--- config.mk ---
export PLATFORM = sky130hd
export DESIGN_NAME = bitdot_tile_array
export DESIGN_NICKNAME = d
export VERILOG_FILES = /design/src/rtl/bitdot_pkg.sv /design/src/rtl/bitdot_pop_unit.sv /design/src/rtl/bitdot_ref_bank.sv /design/src/rtl/bitdot_ctrl.sv /design/src/rtl/bitdot_tile_array.sv
export SDC_FILE = /design/constraint.sdc
export NUM_CORES = 1
export LEC_CHECK = 0
export BUFFER_PORTS_ARGS = -buffer_cell sky130_fd_sc_hd__buf_2
export CORE_AREA = 2 2 178 180
export DETAILED_ROUTE_END_ITERATION = 10
export DIE_AREA = 0 0 180 182
export GPL_TIMING_DRIVEN = 0
export PLACE_DENSITY = 0.89
export SYNTH_ARGS = -nofsm -noshare
export SYNTH_HDL_FRONTEND = slang
export SYNTH_SLANG_ARGS = --single-unit
--- constraint.sdc ---
create_clock -name clk -period 16.78 [get_ports clk]
set_input_delay 0.839 -clock clk [delete_from_list [all_inputs] [get_ports clk]]
set_output_delay 0.839 -clock clk [all_outputs]
set_load 0.02 [all_outputs]
--- src/rtl/bitdot_pkg.sv ---
package bitdot_pkg;
    typedef enum logic [1:0] {
        ST_IDLE,
        ST_LOAD,
        ST_STREAM,
        ST_READOUT
    } state_t;
endpackage

--- src/rtl/bitdot_pop_unit.sv ---
// One AND-popcount lane: ones in (a AND b).
module bitdot_pop_unit #(
    parameter int SLICE_W = 32,
    localparam int PW = $clog2(SLICE_W + 1)
) (
    input  logic [SLICE_W-1:0] a,
    input  logic [SLICE_W-1:0] b,
    output logic [PW-1:0]      ones
);
    always_comb begin
        ones = '0;
        for (int k = 0; k < SLICE_W; k++) begin
            ones = ones + PW'(a[k] & b[k]);
        end
    end
endmodule

--- src/rtl/bitdot_ref_bank.sv ---
// Holds the current slice of every reference vector.
module bitdot_ref_bank #(
    parameter int NREF    = 4,
    parameter int SLICE_W = 32,
    localparam int RW = (NREF > 1) ? $clog2(NREF) : 1
) (
    input  logic                             clk,
    input  logic                             rst_n,
    input  logic                             we,
    input  logic [RW-1:0]                    sel,
    input  logic [SLICE_W-1:0]               wdata,
    output logic [NREF-1:0][SLICE_W-1:0]     slices
);
    for (genvar j = 0; j < NREF; j++) begin : g_ref
        always_ff @(posedge clk or negedge rst_n) begin
            if (!rst_n) begin
                slices[j] <= '0;
            end else if (we && sel == RW'(j)) begin
                slices[j] <= wdata;
            end
        end
    end

    AST_REF_HELD: assert property (@(posedge clk) disable iff (!rst_n)
        !we |=> $stable(slices));
endmodule

--- src/rtl/bitdot_ctrl.sv ---
// Job sequencer: load references, stream inputs, step slices, read out.
module bitdot_ctrl
    import bitdot_pkg::*;
#(
    parameter int NREF    = 4,
    parameter int NIN     = 4,
    parameter int NSLICES = 8,
    localparam int RW = (NREF > 1) ? $clog2(NREF) : 1,
    localparam int MW = (NIN > 1) ? $clog2(NIN) : 1,
    localparam int SW = (NSLICES > 1) ? $clog2(NSLICES) : 1,
    localparam int IW = (NIN * NREF > 1) ? $clog2(NIN * NREF) : 1
) (
    input  logic          clk,
    input  logic          rst_n,
    input  logic          start,
    input  logic          ref_valid,
    input  logic          in_valid,
    output logic          ref_ready,
    output logic          in_ready,
    output logic          ref_we,
    output logic [RW-1:0] ref_sel,
    output logic          acc_en,
    output logic [MW-1:0] acc_row,
    output logic          clr,
    output logic          rd_valid,
    output logic [IW-1:0] rd_idx,
    output logic          rd_last,
    output logic          done
);
    state_t state, nxt;
    logic [RW-1:0] ref_ptr;
    logic [MW-1:0] in_ptr;
    logic [SW-1:0] sl_ptr;
    logic [IW-1:0] rd_ptr;
    logic          done_q;
    logic          ref_end, in_end, sl_end, rd_end;

    assign ref_end = (ref_ptr == RW'(NREF - 1));
    assign in_end  = (in_ptr  == MW'(NIN - 1));
    assign sl_end  = (sl_ptr  == SW'(NSLICES - 1));
    assign rd_end  = (rd_ptr  == IW'(NIN * NREF - 1));

    always_ff @(posedge clk or negedge rst_n) begin
        if (!rst_n) state <= ST_IDLE;
        else        state <= nxt;
    end

    always_comb begin
        nxt = state;
        unique case (state)
            ST_IDLE:    if (start) nxt = ST_LOAD;
            ST_LOAD:    if (ref_valid && ref_end) nxt = ST_STREAM;
            ST_STREAM:  if (in_valid && in_end) nxt = sl_end ? ST_READOUT : ST_LOAD;
            ST_READOUT: if (rd_end) nxt = ST_IDLE;
            default:    nxt = ST_IDLE;
        endcase
    end

    always_ff @(posedge clk or negedge rst_n) begin
        if (!rst_n) begin
            ref_ptr <= '0;
            in_ptr  <= '0;
            sl_ptr  <= '0;
            rd_ptr  <= '0;
            done_q  <= 1'b0;
        end else begin
            unique case (state)
                ST_IDLE: if (start) begin
                    ref_ptr <= '0;
                    in_ptr  <= '0;
                    sl_ptr  <= '0;
                    rd_ptr  <= '0;
                    done_q  <= 1'b0;
                end
                ST_LOAD: if (ref_valid) ref_ptr <= ref_end ? '0 : ref_ptr + 1'b1;
                ST_STREAM: if (in_valid) begin
                    in_ptr <= in_end ? '0 : in_ptr + 1'b1;
                    if (in_end) begin
                        if (sl_end) done_q <= 1'b1;
                        else        sl_ptr <= sl_ptr + 1'b1;
                    end
                end
                ST_READOUT: rd_ptr <= rd_end ? '0 : rd_ptr + 1'b1;
                default: ;
            endcase
        end
    end

    always_comb begin
        ref_ready = (state == ST_LOAD);
        in_ready  = (state == ST_STREAM);
        rd_valid  = (state == ST_READOUT);
        clr       = (state == ST_IDLE) && start;
        ref_we    = ref_ready && ref_valid;
        ref_sel   = ref_ptr;
        acc_en    = in_ready && in_valid;
        acc_row   = in_ptr;
        rd_idx    = rd_ptr;
        rd_last   = rd_valid && rd_end;
        done      = done_q;
    end

    AST_ONE_PHASE: assert property (@(posedge clk) disable iff (!rst_n)
        $onehot0({ref_ready, in_ready, rd_valid}));
    AST_LOAD_AFTER_START: assert property (@(posedge clk) disable iff (!rst_n)
        clr |=> ref_ready);
    AST_DONE_STICKY: assert property (@(posedge clk) disable iff (!rst_n)
        (done && !clr) |=> done);
    AST_BURST_UNBROKEN: assert property (@(posedge clk) disable iff (!rst_n)
        (rd_valid && !rd_last) |=> rd_valid);
    AST_BURST_ENDS: assert property (@(posedge clk) disable iff (!rst_n)
        rd_last |=> !rd_valid);
endmodule

--- src/rtl/bitdot_tile_array.sv ---
// Top: reference slice bank, NREF popcount lanes, NIN x NREF count array.
module bitdot_tile_array #(
    parameter int NREF    = 4,
    parameter int NIN     = 4,
    parameter int SLICE_W = 32,
    parameter int NSLICES = 8,
    localparam int CW   = $clog2(SLICE_W * NSLICES) + 1,
    localparam int IW   = (NIN * NREF > 1) ? $clog2(NIN * NREF) : 1,
    localparam int RW   = (NREF > 1) ? $clog2(NREF) : 1,
    localparam int MW   = (NIN > 1) ? $clog2(NIN) : 1,
    localparam int PW   = $clog2(SLICE_W + 1),
    localparam int MAXC = SLICE_W * NSLICES
) (
    input  logic               clk,
    input  logic               rst_n,
    input  logic               start,
    input  logic               ref_valid,
    input  logic [SLICE_W-1:0] ref_data,
    output logic               ref_ready,
    input  logic               in_valid,
    input  logic [SLICE_W-1:0] in_data,
    output logic               in_ready,
    output logic               res_valid,
    output logic [CW-1:0]      res_data,
    output logic [IW-1:0]      res_idx,
    output logic               res_last,
    output logic               done
);
    logic          ref_we, acc_en, clr;
    logic [RW-1:0] ref_sel;
    logic [MW-1:0] acc_row;
    logic [NREF-1:0][SLICE_W-1:0] slices;
    logic [NREF-1:0][PW-1:0]      pop;
    logic [NIN-1:0][NREF-1:0][CW-1:0] counts;
    logic [CW-1:0] flat [NIN*NREF];

    bitdot_ctrl #(.NREF(NREF), .NIN(NIN), .NSLICES(NSLICES)) u_ctrl (
        .clk(clk), .rst_n(rst_n), .start(start),
        .ref_valid(ref_valid), .in_valid(in_valid),
        .ref_ready(ref_ready), .in_ready(in_ready),
        .ref_we(ref_we), .ref_sel(ref_sel),
        .acc_en(acc_en), .acc_row(acc_row), .clr(clr),
        .rd_valid(res_valid), .rd_idx(res_idx), .rd_last(res_last),
        .done(done)
    );

    bitdot_ref_bank #(.NREF(NREF), .SLICE_W(SLICE_W)) u_bank (
        .clk(clk), .rst_n(rst_n), .we(ref_we), .sel(ref_sel),
        .wdata(ref_data), .slices(slices)
    );

    for (genvar j = 0; j < NREF; j++) begin : g_lane
        bitdot_pop_unit #(.SLICE_W(SLICE_W)) u_pop (
            .a(in_data), .b(slices[j]), .ones(pop[j])
        );
    end

    always_ff @(posedge clk or negedge rst_n) begin
        if (!rst_n) begin
            counts <= '0;
        end else if (clr) begin
            counts <= '0;
        end else if (acc_en) begin
            for (int i = 0; i < NIN; i++) begin
                if (acc_row == MW'(i)) begin
                    for (int j = 0; j < NREF; j++) begin
                        counts[i][j] <= counts[i][j] + CW'(pop[j]);
                    end
                end
            end
        end
    end

    for (genvar i = 0; i < NIN; i++) begin : g_row
        for (genvar j = 0; j < NREF; j++) begin : g_col
            assign flat[i*NREF + j] = counts[i][j];
            AST_COUNT_CEILING: assert property (@(posedge clk) disable iff (!rst_n)
                counts[i][j] <= CW'(MAXC));
        end
    end

    assign res_data = flat[res_idx];

    AST_CLEAR_ON_START: assert property (@(posedge clk) disable iff (!rst_n)
        clr |=> (counts == '0));
    AST_IDLE_FROZEN: assert property (@(posedge clk) disable iff (!rst_n)
        (!acc_en && !clr) |=> $stable(counts));
endmodule

## After elaboration in Yosys (flattened, before gate mapping)

Cells that the tools add are included.
W data, S select, Z words.

- Muxes and demuxes: 35
- Add/subtract/negate cells: 144
- Reductions and logical operators: 31
- Equality and inequality tests: 20
- Order comparisons: 1
- Bitwise gates (word level): 129

Operators by type and width:

| kind | number |
|---|---|
| $add A6 B6 Y6 | 124 |
| $mux W144 | 2 |
| $add A9 B6 Y9 | 16 |
| $mux W36 | 4 |
| $and A1 B1 Y1 | 128 |
| $bmux W9 S4 | 1 |
| $mux W2 | 10 |
| $mux W9 | 2 |
| $reduce_bool A2 Y1 | 8 |
| $eq A2 B2 Y1 const B | 6 |
| $mux W3 | 4 |
| $logic_and A1 B1 Y1 | 10 |
| $ne A2 B1 Y1 const B | 5 |
| $reduce_and A2 Y1 | 5 |
| $reduce_and A5 Y1 | 2 |
| $mux W4 | 2 |
| $ne A2 B2 Y1 const B | 4 |
| $pmux W2 S2 | 2 |
| $pmux W2 S4 | 1 |
| $pmux W4 S2 | 1 |
| $eq A2 B1 Y1 const B | 3 |
| $logic_not A2 Y1 | 3 |
| $pmux W3 S2 | 1 |
| $reduce_and A3 Y1 | 2 |
| other kinds (10) | 14 |

- Register bits after elaboration: 286
- Output and inout port bits: 18
- Logic and storage cells: 386
- Input port bits: 69

## Logic depth before layout (Yosys ltp)

Gate-level depths: netlist of run 1.

- Depth after elaboration: 36
- Gate-level depth with buffers: 22
- Mapped depth without buffers: 22

## By module

From an unflattened synthesis of run 1, not the netlist that was laid out.

- Cell total of the unflattened synthesis: 1811
- Area, all modules: 19822.8 um^2

By module, submodules not included:

| module | area an instance (um^2) | sequential area each (um^2) | cells each | times used |
|---|---|---|---|---|
| bitdot_tile_array | 10694.0 | 3603.5 | 1065 | 1 |
| bitdot_ref_bank | 4744.6 | 3203.1 | 272 | 1 |
| bitdot_pop_unit | 905.9 | 0.0 | 99 | 4 |
| bitdot_ctrl | 760.7 | 350.3 | 78 | 1 |

## Worst setup path after synthesis of run 1

Ideal clock, no wire load.

- Path type: input -> register
- From: input port in_data[31]
- To: register counts[116] (netlist bit)
- Stages: 21
- Library setup time: 0.066 ns
- Path buffers: 0
- Arrival: 6.377 ns
- Slack: 10.337 ns
- Data required time: 16.714 ns
- Path through: and2_1 > fa_1 > inv_1 > fa_1 > inv_1 > fa_1 > fa_1 > fa_1 > inv_1 > fa_1 > inv_1 > ha_1 > a21o_1 > a21oi_1 > xnor2_1 > ha_1 > nor2b_1 > a221oi_1 > o21ai_0 > a31o_2 > nand2_1

- Cells in the longest elaborated chain, start to end: 6

RTL lines:

| item | line | text |
|---|---|---|
| from (decl) | bitdot_tile_array.sv:21 | `input logic [SLICE_W-1:0] in_data,` |
| $and A1 B1 Y1 | bitdot_pop_unit.sv:13 | `ones = ones + PW'(a[k] & b[k]);` |
| $add A6 B6 Y6 | bitdot_pop_unit.sv:13 |  |
| $add A9 B6 Y9 | bitdot_tile_array.sv:67 | `counts[i][j] <= counts[i][j] + CW'(pop[j]);` |
| $mux W36 | bitdot_tile_array.sv:65 | `if (acc_row == MW'(i)) begin` |
| $mux W144 | bitdot_tile_array.sv:63 | `end else if (acc_en) begin` |
| $mux W144 | bitdot_tile_array.sv:61 | `end else if (clr) begin` |
| to (signal, indexed assignment) | bitdot_tile_array.sv:67 |  |
| to (decl) | bitdot_tile_array.sv:34 | `logic [NIN-1:0][NREF-1:0][CW-1:0] counts;` |

Every way passes these cells. The select of a mux whose other input is x is not followed.
A chain may end at the register's enable or synchronous reset.

## Worst setup path in the final report of run 1

- From: input port in_data[31]
- To: register counts[122] (netlist bit)

Same word-level chain as after synthesis.

==> summary.txt, run 1 <==
Placement
  – GPL Wtd Cong: around 1
  – Buffers on Ports: 86
  – Dpl hpwl: approximately 43 mm

Die
  – Core area: 0.03099 mm2
  – Initial Util: a little under two thirds
  – Die ar.: 0.03276 mm2
  – Ports: 87
  – Die width: ~180 um
  – Die Ht: between 150 and 200 um
  – Cell Rows: between 60 and 70

Clock network
  – CTS Buffer Depth: 3
  – Skew-Pair Late Insertion Delay: 0.53 ns
  – Post-CTS Hold Fix Bufs: 0
  – CTS tree: done
  – # H-tree levels: 2
  – Post-CTS Setup Inserts: 0
  – Root cell of the clock tree: clkbuf_16
  – Worst-path clk slew: approximately 0.060 ns
  – CTS resizes: 0
  – CTS buffer count: 34
  – CTS Sinks: 286

Timing
  – Slew Limit Headroom: approximately 4.3%
  – RSZ-0062 raised after global routing: false
  – Final Critical Period: approximately 7.4 ns
  – Slew Limit Fails: 0
  – Tcrit/Tclk final: between 40 and 50%
  – Final hold violations: 0
  – Worst Clk Skew: about 0.018 ns
  – Total negative slack: 0 ns
  – Maximum clock rate: roughly 140 MHz
  – Worst-margin pin slew: around 1.4 ns
  – Final setup viols: 0

Setup path
  – Slowest cell on the critical path: xnor2_1
  – Crit path required time: around 17 ns
  – CP peak stage delay: 1.01 ns
  – CP Class: primary input to flip-flop
  – R2R setup slack: 9.43 ns
  – WP depth: 22
  – CP endpoint: counts[122]
  – CP Max Fanout: 5
  – Crit path max-delay family: adder cells
  – Buf/Inv on CP: 5
  – Critical path startpoint: in_data[31]
  – Worst Setup End Kind: flip-flop
  – Startpoint types: primary input
  – Worst r2r src: u_bank.slices[62]
  – Critical path's most frequent cell: fa_1
  – Cell chain of the critical path: buf_2, and2_1, fa_1, inv_1, fa_1, fa_1, fa_1, fa_1, fa_1, inv_1, ha_1, inv_1, fa_1, inv_1, a21o_1, a21oi_1, xnor2_1, ha_1, nand3_1, o211ai_1, or3_1, a32o_1
  – Cells on worst reg2reg path: 21
  – FF-to-FF End: counts[122]
  – Worst Path Arrival: 7.80 ns

GRT
  – Vias in the first global route: approximately 16000
  – GRT Resource Usage Total: 35.91%
  – Largest net degree at the start of global routing: roughly 110
  – Grt total ovfl: 0
  – First-pass GRT wire length: approximately 90 mm
  – Initial antenna violation count: 4

Synthesis
  – Post-synth top area share: between 30% and 40%
  – Post-synthesis sequential area ratio: between 30% and 40%
  – Most frequent cell after synthesis: dfrtp_1
  – Post-Syn Area: around 0.02 mm2
  – #FFs+latches synth: 286
  – Top cells by area, synth: dfrtp_1 36%, fa_1 11%, ha_1 10%, mux2_2 7.3%, mux4_2 5.1%
  – Multiplexer share of the synthesized area: between 10 and 15%
  – Netlist cell types: 50
  – Synth Area in XOR/XNOR: 3.736%
  – Compound-gate portion of the synthesized area: 9.720%
  – Post-Synthesis Cells: 1836
  – Syn nets: 2182
  – Async set-reset flop share out of synthesis: 100.0%
  – Top FF cell, synth: dfrtp_1
  – Post-Synth Adder-Cell Area: 21.87%
  – Post-synth top area cell: dfrtp_1
  – Syn_area_per_cell: 10.73 um2
  – Post-Synth Simple-Gate Area: about a tenth
  – Post-synth EDFFs: 0
  – Synth cell count leaders: 286 x dfrtp_1, 241 x nand2_1, 178 x inv_1, 165 x ha_1, 127 x mux2_2
  – Largest family of logic cells by synthesized area: adder cells
  – Synth warnings: 0

Route
  – Routed wl met3: between 7 and 8 mm
  – DRC viols: 0
  – Top layer in use: met5
  – Via density: roughly 6.7
  – Final antenna-violating net count: 0
  – Routed length on met2: about 27 mm
  – DRT Wirelength: approximately 59 mm
  – Initial DRC count: ~2200
  – Vias: roughly 16000
  – Met1 wire length: ~20 mm
  – WL/cell: about 25 um
  – TritonRoute pass-1 iters: 7

Min path
  – HP Class: primary input to async pin

Cells and area
  – Post-synthesis to final-layout area growth: 11.12%
  – Layout cell share with drive strength beyond 1: between 10% and 20%
  – Final Net Count: between 2000 and 2500
  – Fillers: 1974

Job
  – Max-cap violations: 0

Outcome
  – Outcome: finished, final reports clean
worst register-to-register path: cells and delay by family (launching register included):
family                   cells  cell delay (ns)
AO/OA/AOI/OAI                4             0.66
flip-flops                   1             0.42
AND/OR/NAND/NOR              3             0.67
adder cells (fa/ha/maj)      9             4.19
XOR/XNOR                     1             1.01
buffers and inverters        4             0.30
layout by cell type, fill, tap and decap left out, types with 8 or more instances in the layout:
cell,synthesis,routed
o2111ai_1,9,9
a21o_1,19,19
nor2_1,26,26
o211ai_1,10,10
mux4_2,45,45
or3_1,22,22
xor2_1,46,46
mux2_2,127,127
nand3_1,72,72
and2_1,40,40
buf_2,33,118
a21oi_1,95,95
clkbuf_16,0,34
xnor2_1,38,36
o21ai_0,112,112
inv_1,178,178
nand2b_1,11,11
fa_1,112,112
a22o_1,12,12
clkbuf_8,0,11
dfrtp_1,286,286
clkbuf_1,24,29
nand2_1,241,241
nor2b_1,8,8
o221ai_1,13,13
mux2i_1,9,9
ha_1,165,165
routing by layer:
metal,global-route usage [%],vias up
li1,-,6580
met1,44.44,7790
met2,56.28,1173
met3,9.747,336
met4,22.67,4
met5,0,-
cell type report:
type	instances	area, um2	share of cell area, %
multi-input cells	1313	11620	53.10
flip-flops and latches	286	7157	32.70
clock buffers	50	1021	4.666
inverters	179	671.9	3.070
well taps	402	503.0	2.298
repair buffers	88	495.5	2.264
plain buffers	58	259.0	1.184
clock inverters	10	150.1	0.6861
diodes	2	5.005	0.02287
through the flow:
step	cell area, um2	setup WS (ns)	utilization, %	instances	hold WS [ns]
global placement	20630	9.340	66.57	2324	0.4684
global route	21880	9.217	70.61	2386	0.3813
detailed placement	20690	9.123	66.78	2326	0.4782
finish	21880	9.388	70.62	2388	0.3262
floorplan	19690	10.34	-	1836	0.4466
CTS	21860	9.585	70.56	2386	0.3641
registers in the layout (all words and copies together), names as in the netlist:
register	cells
counts	144
u_bank.slices	128
u_ctrl.acc_row	2
u_ctrl.state	2
u_ctrl.rd_idx	4
u_ctrl.ref_sel	2
u_ctrl.sl_ptr	3
u_ctrl.done	1
cells by family after synthesis:
logic type / count (synthesis)
and+or+nand+nor: 453
DFF: 286
adders and majority gates: 277
AOI/OAI and AO/OA: 317
buffers and inverters: 237
xor gates and xnor gates: 84
muxes: 182
how the worst min path moves through the flow:
stage	end	cells past startpoint	slack [ns]	from
after floorplan	counts[143]	1	0.45	counts[143]
after global placement	u_ctrl.sl_ptr[1]	2	0.47	u_ctrl.sl_ptr[1]
after detailed placement	u_bank.slices[48]	1	0.48	u_bank.slices[48]
after CTS	counts[79]	1	0.36	rst_n
after global routing	counts[80]	1	0.38	rst_n
final	counts[79]	1	0.33	rst_n
Power of run 1 is not shown: default switching activity piles up to over one toggle a cycle in this logic, so the estimate is an artifact.
==> run 2: changes to the inputs <==
--- a/config.mk
+++ b/config.mk
@@ -5,10 +5,11 @@
 export SDC_FILE = /design/constraint.sdc
 export NUM_CORES = 1
 export LEC_CHECK = 0
+export ABC_AREA = 1
 export BUFFER_PORTS_ARGS = -buffer_cell sky130_fd_sc_hd__buf_2
-export CORE_AREA = 2 2 178 180
+export CORE_AREA = 2 2 185 187
 export DETAILED_ROUTE_END_ITERATION = 10
-export DIE_AREA = 0 0 180 182
+export DIE_AREA = 0 0 187 189
 export GPL_TIMING_DRIVEN = 0
 export PLACE_DENSITY = 0.89
 export SYNTH_ARGS = -nofsm -noshare
==> constraint.sdc (replaced) <==
create_clock -name clk -period 7.7 [get_ports clk]
set_input_delay 0.385 -clock clk [delete_from_list [all_inputs] [get_ports clk]]
set_output_delay 0.385 -clock clk [all_outputs]
set_load 0.02 [all_outputs]
==> run 2 against run 1 <==
  * Routed wire length grew 12%
  * Area after synthesis grew 7.2%
  * Synthesized cell count grew 46%
  * Die area grew 7.9%
  * Critical endpoint is now counts[89]
  * Cell area grew 6.5%
  * Count of clock-buffer cells in the layout shrank 3
  * Register-to-register slack lost 8.7 ns
  * Worst setup slack lost 8.6 ns
  * Utilization shrank 0.57 points
==> summary.txt, run 2 <==
Outcome
  – Outcome: finished, final reports clean (unchanged)

Die
  – Die width: 187 um (was 180 um)
  – Die ar.: 0.03534 mm2 (was 0.03276 mm2)
  – Cell Rows: 67 (was 65)
  – Core area: 0.03328 mm2 (was 0.03099 mm2)
  – Initial Util: 63.44% (was 63.56%)
  – Ports: 87 (unchanged)
  – Die Ht: 189 um (was 182 um)

Synthesis
  – Largest family of logic cells by synthesized area: simple AND/OR/NAND/NOR gates (was adder cells)
  – Synth cell count leaders: 724 x nand2_1, 401 x inv_1, 286 x dfrtp_1, 181 x nor2_1, 174 x nand3_1 (was 286 x dfrtp_1, 241 x nand2_1, 178 x inv_1, 165 x ha_1, 127 x mux2_2)
  – Top FF cell, synth: dfrtp_1 (unchanged)
  – Synth warnings: 0 (unchanged)
  – #FFs+latches synth: 286 (unchanged)
  – Most frequent cell after synthesis: nand2_1 (was dfrtp_1)
  – Syn nets: 3031 (was 2182)
  – Post-Synth Adder-Cell Area: 20.40% (was 21.87%)
  – Multiplexer share of the synthesized area: 0% (was 12.92%)
  – Post-synthesis sequential area ratio: 33.90% (was 36.34%)
  – Synth Area in XOR/XNOR: 1.618% (was 3.736%)
  – Post-Syn Area: 0.02111 mm2 (was 0.01969 mm2)
  – Syn_area_per_cell: 7.864 um2 (was 10.73 um2)
  – Post-synth EDFFs: 0 (unchanged)
  – Post-Synthesis Cells: 2685 (was 1836)
  – Post-synth top area cell: dfrtp_1 (unchanged)
  – Netlist cell types: 35 (was 50)
  – Post-Synth Simple-Gate Area: 21.79% (was 10.69%)
  – Compound-gate portion of the synthesized area: 12.34% (was 9.720%)
  – Async set-reset flop share out of synthesis: 100.0% (unchanged)
  – Top cells by area, synth: dfrtp_1 34%, nand2_1 13%, fa_1 11%, ha_1 9.8%, inv_1 7.1% (was dfrtp_1 36%, fa_1 11%, ha_1 10%, mux2_2 7.3%, mux4_2 5.1%)
  – Post-synth top area share: 33.90% (was 36.34%)

Route
  – Initial DRC count: 2085 (was 2150)
  – Final antenna-violating net count: 0 (unchanged)
  – DRT Wirelength: 66.81 mm (was 59.46 mm)
  – TritonRoute pass-1 iters: 6 (was 7)
  – DRC viols: 0 (unchanged)
  – WL/cell: 20.35 um (was 24.90 um)
  – Vias: 19650 (was 15880)
  – Via density: 5.986 (was 6.651)

Setup path
  – Crit path max-delay family: adder cells (unchanged)
  – Worst Path Arrival: 7.42 ns (was 7.80 ns)
  – Cell chain of the critical path: nand2_1, inv_1, fa_1, inv_1, fa_1, fa_1, fa_1, fa_1, fa_1, inv_1, ha_1, inv_1, fa_1, o221ai_1, xor2_1, ha_1, nand2_1, inv_1, nand2_1, nand3_1, nand3_1, nand2_1, nor2_1 (was buf_2, and2_1, fa_1, inv_1, fa_1, fa_1, fa_1, fa_1, fa_1, inv_1, ha_1, inv_1, fa_1, inv_1, a21o_1, a21oi_1, xnor2_1, ha_1, nand3_1, o211ai_1, or3_1, a32o_1)
  – Crit path required time: 8.16 ns (was 17.18 ns)
  – Worst Setup End Kind: flip-flop (unchanged)
  – Slowest cell on the critical path: xor2_1 (was xnor2_1)
  – Startpoint types: flip-flop (was primary input)
  – CP peak stage delay: 0.99 ns (was 1.01 ns)
  – CP Class: flip-flop to flip-flop (was primary input to flip-flop)
  – CP Max Fanout: 5 (unchanged)
  – Buf/Inv on CP: 5 (unchanged)
  – WP depth: 23 (was 22)
  – Critical path's most frequent cell: fa_1 (unchanged)
  – Cells on worst reg2reg path: 23 (was 21)

Timing
  – Slew Limit Fails: 0 (unchanged)
  – Final Critical Period: 6.961 ns
  – Total negative slack: 0 ns (unchanged)
  – Worst hold slack: 0.09236 ns (was 0.3262 ns)
  – Slew Limit Headroom: 3.106% (was 4.296%)
  – Final hold violations: 0 (unchanged)
  – Worst-margin pin slew: 1.448 ns (was 1.425 ns)
  – Final setup viols: 0 (unchanged)
  – Worst Clk Skew: 0.02019 ns (was 0.01803 ns)
  – Maximum clock rate: around 140 MHz
  – RSZ-0062 raised after global routing: false (unchanged)
  – Tcrit/Tclk final: approximately nine tenths
  – Final worst slack: 0.7391 ns (was 9.388 ns)

Clock network
  – CTS Buffer Depth: 3 (unchanged)
  – Post-CTS Setup Inserts: 0 (unchanged)
  – CTS tree: done (unchanged)
  – Skew-Pair Late Insertion Delay: 0.54 ns (was 0.53 ns)
  – # H-tree levels: 2 (unchanged)
  – CTS resizes: 0 (unchanged)
  – Worst-path clk slew: 0.06 ns (about the same)
  – CTS Sinks: 286 (unchanged)
  – CTS buffer count: 34 (unchanged)
  – Root cell of the clock tree: clkbuf_16 (unchanged)

GRT
  – Largest net degree at the start of global routing: 121 (was 105)
  – Vias in the first global route: 19720 (was 16150)
  – Grt total ovfl: 0 (unchanged)
  – GRT Resource Usage Total: 37.96% (was 35.91%)
  – First-pass GRT wire length: 103.7 mm (was 90.54 mm)
  – Initial antenna violation count: 1 (was 4)

Min path
  – HP Class: primary input to flip-flop (was primary input to async pin)
  – Hold Crit Depth: 2

Job
  – Max-cap violations: 0 (unchanged)

Cells and area
  – Post-synthesis to final-layout area growth: 10.42% (was 11.12%)
  – Layout cell share with drive strength beyond 1: 9.354% (was 18.45%)
  – Leading cell type in the layout, fill and taps excluded: nand2_1 (was dfrtp_1)
  – Final Net Count: 3159 (was 2306)
  – Most flops, register: counts (unchanged)
  – Most frequent cells in the layout: 724 x nand2_1, 401 x inv_1, 286 x dfrtp_1 (was 286 x dfrtp_1, 241 x nand2_1, 178 x inv_1)
  – Post-layout util: 70.06% (was 70.62%)
  – Max FFs per register: 144 (unchanged)

Placement
  – Pre-CTS WS: 0.7750 ns (was 9.123 ns)
  – Dpl hpwl: 49.42 mm (was 42.58 mm)
  – GPL Wtd Cong: 0.9820 (was 0.9755)
  – Buffers on Ports: 86 (unchanged)
## run 2: worst paths after layout
| kind | startpoint | end | slack, ns |
|---|---|---|---|
| worst min-delay path | start | u_ctrl.done | 0.09 |
| max in group asynchronous | rst_n | u_bank.slices[0] | 6.32 |
| min in group asynchronous | rst_n | counts[3] | 0.39 |
| worst min register to register | u_bank.slices[95] | u_bank.slices[95] | 0.49 |
| worst max-delay path | u_bank.slices[63] | counts[89] | 0.74 |
| worst max register to register | u_bank.slices[63] | counts[89] | 0.74 |
## run 2: metal layers
layer	track usage, %	vias to the layer above	wire, um
li1	-	8782	-
met3	7.711	314	6694
met1	44.84	9394	24160
met4	27.23	0	5091
met5	0	-	0
met2	62.31	1163	30860
## run 2: final cells by class
type / count / area [um2]
Multi-Input combinational cell: 1904 / 11850
Fill cell: 2469 / 9966
Sequential cell: 286 / 7157
Inverter: 413 / 1555
Clock buffer: 47 / 1023
Tap cell: 448 / 560.5
Buffer: 82 / 548.0
Timing Repair Buffer: 92 / 535.5
Clock inverter: 9 / 76.32
Antenna cell: 2 / 5.005
## run 2: through the flow
stage,cell area [um2],cells
after global placement,22110,3219
after CTS,23310,3281
final,23310,3283
after global routing,23310,3281
after floorplan,21110,2685
after detailed placement,22200,3224
## run 2: logic make-up after synthesis
family                     after synthesis
and+or+nand+nor                       1121
buffers and inverters                  495
xor gates and xnor gates                39
DFF                                    286
adders and majority gates              277
AOI/OAI and AO/OA                      467
## run 2: what timing repair did
| action | 4_1_cts | 5_1_grt |
|---|---|---|
| endpoints found under the hold margin | 59 | 0 |
| setup endpoints to repair | 0 | 0 |
| hold buffers | 1 | 0 |
Power of run 2 is left out for the same reason.
